File: config.mk
export PLATFORM = sky130hd
export DESIGN_NAME = txdir_ctrl
export DESIGN_NICKNAME = d
export VERILOG_FILES = /design/src/rtl/txdir_pkg.sv /design/src/rtl/txdir_hold.sv /design/src/rtl/txdir_irq.sv /design/src/rtl/txdir_rxgate.sv /design/src/rtl/txdir_ctrl.sv
export SDC_FILE = /design/constraint.sdc
export NUM_CORES = 1
export LEC_CHECK = 0
export CAP_MARGIN = 30
export CORE_UTILIZATION = 42
export CTS_CLUSTER_DIAMETER = 100
export DETAILED_ROUTE_END_ITERATION = 12
export PLACE_DENSITY = 0.81
export SKIP_CTS_REPAIR_TIMING = 1
export SYNTH_ARGS = -nofsm -noshare
export SYNTH_HDL_FRONTEND = slang
export SYNTH_SLANG_ARGS = --single-unit
File: constraint.sdc
create_clock -name clk -period 3.3 [get_ports clk]
set_input_delay 0.66 -clock clk [delete_from_list [all_inputs] [get_ports clk]]
set_output_delay 0.66 -clock clk [all_outputs]
set_load 0.1 [all_outputs]
File: src/rtl/txdir_pkg.sv
package txdir_pkg;
  localparam int unsigned DLY_W_DEF = 3;
  localparam int unsigned LVL_W_DEF = 7;

  typedef struct packed {
    logic rs485;
    logic big_block;
    logic snoop;
    logic irda;
  } hdx_mode_t;
endpackage

File: src/rtl/txdir_hold.sv
module txdir_hold #(
  parameter int unsigned DLY_W = 3
) (
  input  logic             clk,
  input  logic             rst_n,
  input  logic             enable,
  input  logic             busy,
  input  logic             tick,
  input  logic [DLY_W-1:0] code,
  output logic             hold
);
  localparam int unsigned CW = DLY_W + 1;

  logic             hold_q;
  logic [DLY_W-1:0] cnt_q;
  logic [CW-1:0]    cnt_inc;

  assign cnt_inc = {1'b0, cnt_q} + CW'(1);
  assign hold    = hold_q;

  always_ff @(posedge clk or negedge rst_n) begin
    if (!rst_n) begin
      hold_q <= 1'b0;
      cnt_q  <= '0;
    end else if (!enable) begin
      hold_q <= 1'b0;
      cnt_q  <= '0;
    end else if (busy) begin
      hold_q <= (code != '0);
      cnt_q  <= '0;
    end else if (hold_q && tick) begin
      if (cnt_inc >= {1'b0, code}) begin
        hold_q <= 1'b0;
        cnt_q  <= '0;
      end else begin
        cnt_q <= cnt_inc[DLY_W-1:0];
      end
    end
  end

  // Ticks absent while idle: the count must not move.
  assert_hold_frozen_R3: assert property (@(posedge clk) disable iff (!rst_n)
    enable && hold_q && !busy && !tick |=> $stable(cnt_q) && hold_q);

  // A busy cycle discards any partial count.
  assert_busy_restart_R5: assert property (@(posedge clk) disable iff (!rst_n)
    enable && busy |=> cnt_q == '0);

  // Ticks during busy never leave a count behind.
  assert_busy_tick_ignored_R4: assert property (@(posedge clk) disable iff (!rst_n)
    enable && busy && tick |=> cnt_q == '0);
endmodule

File: src/rtl/txdir_irq.sv
module txdir_irq #(
  parameter int unsigned LVL_W = 7
) (
  input  logic             clk,
  input  logic             rst_n,
  input  logic             rs485,
  input  logic             big_block,
  input  logic             busy,
  input  logic [LVL_W-1:0] level,
  input  logic [LVL_W-1:0] thresh,
  input  logic             tsr_empty,
  output logic             irq
);
  logic below_thr;
  logic defer;

  assign below_thr = (level == '0) || (level < thresh);
  assign defer     = rs485 && !big_block;

  always_comb begin
    if (defer) irq = !busy;
    else       irq = below_thr;
  end

  // Deferred mode: an interrupt implies the shift register has drained.
  assert_irq_deferred_R6: assert property (@(posedge clk) disable iff (!rst_n)
    rs485 && !big_block && irq |-> tsr_empty && level == '0);

  // Threshold mode: an empty FIFO always requests service.
  assert_irq_empty_R7: assert property (@(posedge clk) disable iff (!rst_n)
    !(rs485 && !big_block) && level == '0 |-> irq);
endmodule

File: src/rtl/txdir_rxgate.sv
module txdir_rxgate (
  input  logic clk,
  input  logic rst_n,
  input  logic rs485,
  input  logic irda,
  input  logic snoop,
  input  logic tx_active,
  output logic rx_en,
  output logic tmo_en
);
  logic half_duplex;

  assign half_duplex = rs485 || irda;

  always_comb begin
    if (!half_duplex || snoop) rx_en = 1'b1;
    else                       rx_en = !tx_active;
  end

  assign tmo_en = snoop;

  assert_rx_fullduplex_R8: assert property (@(posedge clk) disable iff (!rst_n)
    !rs485 && !irda |-> rx_en);

  assert_rx_snoop_R9: assert property (@(posedge clk) disable iff (!rst_n)
    snoop |-> rx_en && tmo_en);
endmodule

File: src/rtl/txdir_ctrl.sv
module txdir_ctrl
  import txdir_pkg::*;
#(
  parameter int unsigned DLY_W = DLY_W_DEF,
  parameter int unsigned LVL_W = LVL_W_DEF
) (
  input  logic             clk,
  input  logic             rst_n,
  input  logic             rs485_en,
  input  logic             big_block,
  input  logic             rx_snoop,
  input  logic             ir_en,
  input  logic [DLY_W-1:0] hold_code,
  input  logic             bit_tick,
  input  logic [LVL_W-1:0] tx_level,
  input  logic [LVL_W-1:0] tx_thresh,
  input  logic             tsr_empty,
  output logic             drv_en,
  output logic             tx_irq,
  output logic             rx_en,
  output logic             rx_tmo_en
);
  hdx_mode_t mode;
  logic      busy;
  logic      hold;
  logic      tx_active;

  assign mode      = '{rs485: rs485_en, big_block: big_block, snoop: rx_snoop, irda: ir_en};
  assign busy      = (tx_level != '0) || !tsr_empty;
  assign drv_en    = mode.rs485 && (busy || hold);
  assign tx_active = busy || drv_en;

  txdir_hold #(.DLY_W(DLY_W)) u_hold (
    .clk    (clk),
    .rst_n  (rst_n),
    .enable (mode.rs485),
    .busy   (busy),
    .tick   (bit_tick),
    .code   (hold_code),
    .hold   (hold)
  );

  txdir_irq #(.LVL_W(LVL_W)) u_irq (
    .clk       (clk),
    .rst_n     (rst_n),
    .rs485     (mode.rs485),
    .big_block (mode.big_block),
    .busy      (busy),
    .level     (tx_level),
    .thresh    (tx_thresh),
    .tsr_empty (tsr_empty),
    .irq       (tx_irq)
  );

  txdir_rxgate u_rxgate (
    .clk       (clk),
    .rst_n     (rst_n),
    .rs485     (mode.rs485),
    .irda      (mode.irda),
    .snoop     (mode.snoop),
    .tx_active (tx_active),
    .rx_en     (rx_en),
    .tmo_en    (rx_tmo_en)
  );

  assert_drv_off_R1: assert property (@(posedge clk) disable iff (!rst_n)
    !rs485_en |-> !drv_en);

  assert_drv_busy_R2: assert property (@(posedge clk) disable iff (!rst_n)
    rs485_en && ((tx_level != '0) || !tsr_empty) |-> drv_en);

  // With a non-zero code, the driver only releases after a sampled tick.
  assert_drv_fall_tick_R3: assert property (@(posedge clk) disable iff (!rst_n)
    rs485_en && $past(rs485_en) && $fell(drv_en) && $past(hold_code) != '0
      |-> $past(bit_tick));

  // Receiver stays off while the driver owns the line, unless snooping.
  assert_rx_off_drive_R9: assert property (@(posedge clk) disable iff (!rst_n)
    drv_en && !rx_snoop |-> !rx_en);
endmodule

==> results.txt, run 1 <==
----------------------------------------------------
[Setup path]
  Critical-path maximum fanout ... 11
  Crit. End Element ... output port
  Required time of the critical path ... 2.64 ns
  Data arrival time of the worst path ... approximately 2.6 ns
  Worst Setup Start Kind ... input pin
  Crit path kind ... input pin to output port

[Global route]
  Antenna violations before repair ... 0
  Global-route wire length before repair ... 2420 um
  Maximum number of pins on one net before global-route repair ... 12
  Aggregate global-route resource usage ... 0.242
  Final global-route overflow total ... 0
  Number of global-route vias before repair ... ~570

[Placement]
  Detailed placement HPWL ... around 1300 um
  Count of buffers inserted at the top-level ports ... 28
  Dpl ws ... approximately 0.06 ns
  Placer Congestion ... between 0.7 and 0.8
  Cell total after placement ... between 100 and 150

[Timing]
  Worst rel slew slack ... 0.515
  Number of pins exceeding their max-slew limit in the final report ... 0
  Period utilisation layout ... 0.979
  Final-layout setup total negative slack ... 0 ns
  RSZ-0062 raised after global routing ... no
  Fmax achieved ... 0.309 GHz
  Worst setup slack after layout ... 0.0684 ns
  Total setup violations reported at the end of the flow ... 0
  Actual transition at the worst max-transition pin ... 0.722 ns
  Number of hold violations in the final report ... 0
  Min cycle time layout ... 3.23 ns
  Clock tree skew after final layout ... around 0.0028 ns

[Route]
  Number of detailed-routing iterations run before antenna repair ... 4
  Top routing layer in use ... met3
  Met3 routed wirelength ... around 32 um
  Via Count ... between 500 and 600
  Number of remaining DRC errors ... 0
  Wire length the detailed router placed on met1 ... 708 um
  Via-per-instance ratio ... approximately 5.4
  Initial drt markers ... 8
  Post-detailed-route count of antenna-violating nets ... 0
  Average wire per cell in the routed design ... 13.0 um
  Routed wire length on met2 ... 680 um
  Final Routed Wirelength ... ~1400 um

[Synth]
  Cell count after synthesis ... 65
  Count of synthesis-stage warnings from yosys ... 0
  Syn nets ... 100
  Cell area after synthesis ... around 570 um2
  Sequential fraction of the synthesis area ... 0.175
  Mean area per synthesized cell ... between 8 and 9 um2
  Post-synthesis register bit count ... 4
  Number of distinct library cells after synthesis ... 30

[Cells and area]
  Layout cells sized above 1 ... 0.179
  Most common cell after layout, fill and taps aside ... clkdlybuf4s50_1
  Post-route core utilization ... 0.780
  Number of standard cells in the final layout excluding fillers ... between 100 and 150
  Post-layout net count ... about 130
  Number of fillers in the final layout ... 90
  Most frequent cells in the layout ... clkdlybuf4s50_1 (24), inv_1 (10), ha_1 (10)
  N_diodes ... 0
  Area growth from synthesis to final layout ... 61.4%

[Pwr]
  Overall power after layout ... ~0.00022 W
  Largest vdd supply drop ... 0.251 mV
  Power density over the cells ... 236 nW/um2
  Static leakage ... around 0.42 nW

[Clock network]
  Clock Path Buffers ... 2
  Post-CTS clock slew at the launch and capture registers of the worst setup and hold paths ... approximately 0.04 ns
  Number of levels in the clock H-tree ... 1
  Cts bufs inserted ... 3
  Root Buffer Master ... clkbuf_4
  Clock latency on the worst-skew pair ... about 0.23 ns
  TritonCTS sink count ... 4
  Clock tree from TritonCTS ... done

[Floorplan]
  Floorplan die area ... approximately 1500 um2
  Starting utilization of the core area ... 0.483
  Y dimension of the die ... approximately 39 um
  Cell row count ... 12
  I/O pins ... 29
  Width of the chip ... slightly below 40 um
  Placeable Area ... 1190 um2

[Worst hold path]
  Worst hold-check path type ... register to register

[Run status]
  Status ... completed

[Job]
  Max_cap viols ... 0

----------------------------------------------------
==> cells in the mapped netlist (all sizes together) <==
| cell type | n | area share |
|---|---|---|
| nand4 | 8 | 0.087 |
| o21bai | 1 | 0.013 |
| o31ai | 1 | 0.022 |
| dfrtp | 4 | 0.17 |
| nand2b | 2 | 0.022 |
| nand3 | 3 | 0.048 |
| or4 | 2 | 0.033 |
| and3 | 1 | 0.011 |
| o32ai | 1 | 0.028 |
| nor4 | 2 | 0.048 |
| nand2 | 1 | 0.0065 |
| a21o | 2 | 0.026 |
| a31oi | 1 | 0.011 |
| ha | 10 | 0.22 |
| buf | 2 | 0.033 |
| o21a | 1 | 0.013 |
| o21ai | 3 | 0.026 |
| nor3 | 1 | 0.0087 |
| xor2 | 1 | 0.015 |
| nor3b | 2 | 0.026 |
| a311oi | 1 | 0.015 |
| inv | 10 | 0.066 |
| nor2 | 1 | 0.0065 |
| and2b | 1 | 0.015 |
| a21oi | 3 | 0.026 |
==> through the flow <==
stage	hold WS (ns)	cell area, um2
after floorplan	0.364	584
after global placement	0.565	898
after detailed placement	0.561	898
after CTS	0.572	921
after global routing	0.589	925
final	0.576	925
==> report_power, final <==
part           leakage, nW  switching, W  internal [W]
Sequential          0.0539   0.000000360     0.0000502
Clock               0.0138     0.0000173     0.0000405
Combinational        0.357     0.0000580     0.0000522
==> per-layer routing <==
| layer | vias to the layer above | GRT usage |
|---|---|---|
| met5 | - | 0 |
| met4 | 0 | 0.103 |
| met3 | 0 | 0.0347 |
| met2 | 14 | 0.413 |
| met1 | 269 | 0.297 |
| li1 | 310 | - |
==> final timing paths <==
| check | slack (ns) | startpoint | to | cells after the start |
|---|---|---|---|---|
| worst max-delay path | 0.07 | tx_level[2] | rx_en | 7 |
| worst min-delay path | 0.58 | u_hold.cnt_q[0] | u_hold.cnt_q[0] | 1 |
| worst max register to register | 1.16 | u_hold.cnt_q[0] | u_hold.cnt_q[1] | 6 |
| worst min register to register | 0.58 | u_hold.cnt_q[0] | u_hold.cnt_q[0] | 1 |
| max in group asynchronous | 2.52 | rst_n | u_hold.cnt_q[2] | 1 |
| min in group asynchronous | 0.62 | rst_n | u_hold.cnt_q[0] | 1 |
==> sequential cells by signal, indices dropped and copies added (netlist names) <==
name / flops
u_hold.hold: 1
u_hold.cnt_q: 3
==> critical path, cell delays in order <==
cell and delay (ns):
clkdlybuf4s50_1 0.42, or4_4 0.56, nor4_4 0.26, buf_6 0.19, a21oi_2 0.10, o21bai_2 0.18
buf_12 0.20
==> kinds of logic after synthesis <==
logic type,synth area share
fa+ha+maj,0.218
buf+inv,0.0983
flops,0.175
compound gates,0.181
xor+xnor,0.0153
simple gates,0.312
==> area by class of cell <==
class,instances,area [um2],area share
tap,14,17.5,0.0189
clock buffer,3,22.5,0.0244
multi-input combinational,49,428,0.463
inverter,10,37.5,0.0406
timing repair buffer,29,319,0.345
sequential,4,100,0.108
Power figures use the tool's default switching activity.
==> run 2: changes to the inputs <==
--- a/config.mk
+++ b/config.mk
@@ -6,10 +6,10 @@
 export NUM_CORES = 1
 export LEC_CHECK = 0
 export CAP_MARGIN = 30
-export CORE_UTILIZATION = 42
+export CORE_UTILIZATION = 39
 export CTS_CLUSTER_DIAMETER = 100
 export DETAILED_ROUTE_END_ITERATION = 12
-export PLACE_DENSITY = 0.81
+export PLACE_DENSITY = 0.76
 export SKIP_CTS_REPAIR_TIMING = 1
 export SYNTH_ARGS = -nofsm -noshare
 export SYNTH_HDL_FRONTEND = slang
==> constraint.sdc (replaced) <==
create_clock -name clk -period 3.55 [get_ports clk]
set_input_delay 0.71 -clock clk [delete_from_list [all_inputs] [get_ports clk]]
set_output_delay 0.71 -clock clk [all_outputs]
set_load 0.1 [all_outputs]
==> run 2 against run 1 <==
Effect of this change: sequential share of layout area hardly changed; via count is 1.0% higher; combinational power is 7% lower; routed wire length is 7.0% lower; global-route usage is 3.7 points lower; clock power is 8.7% lower; critical path type unchanged.
==> results.txt, run 2 (synthesis results as in run 1) <==
----------------------------------------------------
[Run status]
  Status ... completed

[Floorplan]
  Floorplan die area ... roughly 1600 um2
  Cell row count ... 13
  Y dimension of the die ... around 40 um
  I/O pins ... 29
  Placeable Area ... ~1300 um2
  Width of the chip ... ~40 um
  Starting utilization of the core area ... 0.430

[Route]
  Post-detailed-route count of antenna-violating nets ... 0
  Number of detailed-routing iterations run before antenna repair ... 4
  Final Routed Wirelength ... approximately 1300 um
  Number of remaining DRC errors ... 0
  Initial drt markers ... 5
  Average wire per cell in the routed design ... around 12 um
  Via Count ... 599
  Via-per-instance ratio ... 5.45

[Placement]
  Cell total after placement ... between 100 and 150
  Detailed placement HPWL ... between 1000 and 1500 um
  Count of buffers inserted at the top-level ports ... 28
  Placer Congestion ... between 0.7 and 0.8
  Placed Instance Area ... between 800 and 900 um2

[Pwr]
  Power density over the cells ... roughly 220 nW/um2
  Largest vdd supply drop ... approximately 0.21 mV
  Static leakage ... 0.424 nW

[Timing]
  Clock tree skew after final layout ... between 0.003 and 0.004 ns
  Number of pins exceeding their max-slew limit in the final report ... 0
  Period utilisation layout ... 0.946
  Worst rel slew slack ... 0.540
  Min cycle time layout ... ~3.4 ns
  Fmax achieved ... between 0.2 and 0.3 GHz
  Actual transition at the worst max-transition pin ... ~0.69 ns
  RSZ-0062 raised after global routing ... no
  Number of hold violations in the final report ... 0
  Total setup violations reported at the end of the flow ... 0

[Clock network]
  Root Buffer Master ... clkbuf_4
  Clock tree from TritonCTS ... done
  Clock Path Buffers ... 2
  Number of levels in the clock H-tree ... 1
  TritonCTS sink count ... 4
  Clock latency on the worst-skew pair ... approximately 0.23 ns
  Post-CTS clock slew at the launch and capture registers of the worst setup and hold paths ... about 0.040 ns
  Cts bufs inserted ... 3

[Cells and area]
  Number of flip-flops under the largest register name ... 3
  Register with the most flip-flops ... u_hold.cnt_q
  Number of fillers in the final layout ... 115
  Most frequent cells in the layout ... clkdlybuf4s50_1 (24), inv_1 (10), ha_1 (10)
  Area growth from synthesis to final layout ... 60.9%
  Layout cells sized above 1 ... 0.179
  Post-layout net count ... approximately 130
  Final cell area excluding filler cells ... around 920 um2
  Number of standard cells in the final layout excluding fillers ... 110
  N_diodes ... 0
  Most common cell after layout, fill and taps aside ... clkdlybuf4s50_1

[Global route]
  Antenna violations before repair ... 0
  Number of global-route vias before repair ... roughly 570
  Maximum number of pins on one net before global-route repair ... 10
  Global-route wire length before repair ... roughly 2200 um
  Aggregate global-route resource usage ... 0.204
  Final global-route overflow total ... 0

[Setup path]
  Crit path kind ... input pin to output port
  Required time of the critical path ... about 2.8 ns
  Worst Setup Start Kind ... input pin
  Data arrival time of the worst path ... 2.65 ns
  Critical-path maximum fanout ... 4
  Crit. End Element ... output port

[Worst hold path]
  Worst hold-check path type ... register to register

[Job]
  Max_cap viols ... 0

----------------------------------------------------
## run 2: changes by cell type in the layout (fill, tap and decap cells not counted)
cell	change
buf_4	+1
buf_6	-1
## run 2: metrics by stage
step | util | setup slack (ns) | TNS (ns) | total power, W | hold WS (ns)
detailed placement | 0.674 | 0.169 | 0 | 0.000149 | 0.567
global placement | 0.674 | 0.216 | 0 | 0.000148 | 0.554
global route | 0.691 | 0.0907 | 0 | 0.000219 | 0.605
floorplan | - | -0.0819 | -0.0819 | 0.000100 | 0.414
CTS | 0.691 | 0.166 | 0 | 0.000206 | 0.577
finish | 0.691 | 0.192 | 0 | 0.000201 | 0.568
## run 2: final cells by class
class	count	area [um2]	share of cell area
clock buffer	3	22.5	0.0244
inverter	10	37.5	0.0407
multi-input combinational	49	428	0.464
sequential	4	100	0.109
tap	15	18.8	0.0204
timing repair buffer	29	315	0.342
## run 2: path summary, 6_finish.rpt
kind | from | end | slack, ns | cells after the start
worst max-delay path | tx_level[2] | rx_en | 0.19 | 6
max in group asynchronous | rst_n | u_hold.cnt_q[1] | 2.71 | 1
worst min register to register | u_hold.cnt_q[0] | u_hold.cnt_q[0] | 0.57 | 1
min in group asynchronous | rst_n | u_hold.cnt_q[0] | 0.68 | 1
worst min-delay path | u_hold.cnt_q[0] | u_hold.cnt_q[0] | 0.57 | 1
worst max register to register | u_hold.cnt_q[0] | u_hold.cnt_q[0] | 1.46 | 6
## run 2: critical path, stage by stage
cell	delay, ns
clkdlybuf4s50_1	0.43
or4_4	0.56
nor4_4	0.31
and2b_2	0.26
o21bai_2	0.18
buf_12	0.19
## run 2: metal layers
layer,up-vias,track usage,wire length [um],share of wire
li1,312,-,-,-
met1,267,0.223,561,0.42
met2,18,0.357,678,0.51
met3,2,0.0444,68,0.051
met4,0,0.117,12,0.0091
met5,-,0,0,0
## run 2: where the power goes
group,switching [W],internal [W]
logic,0.0000532,0.0000483
registers,0.000000343,0.0000466
clock network,0.0000152,0.0000376
total,0.0000688,0.000133
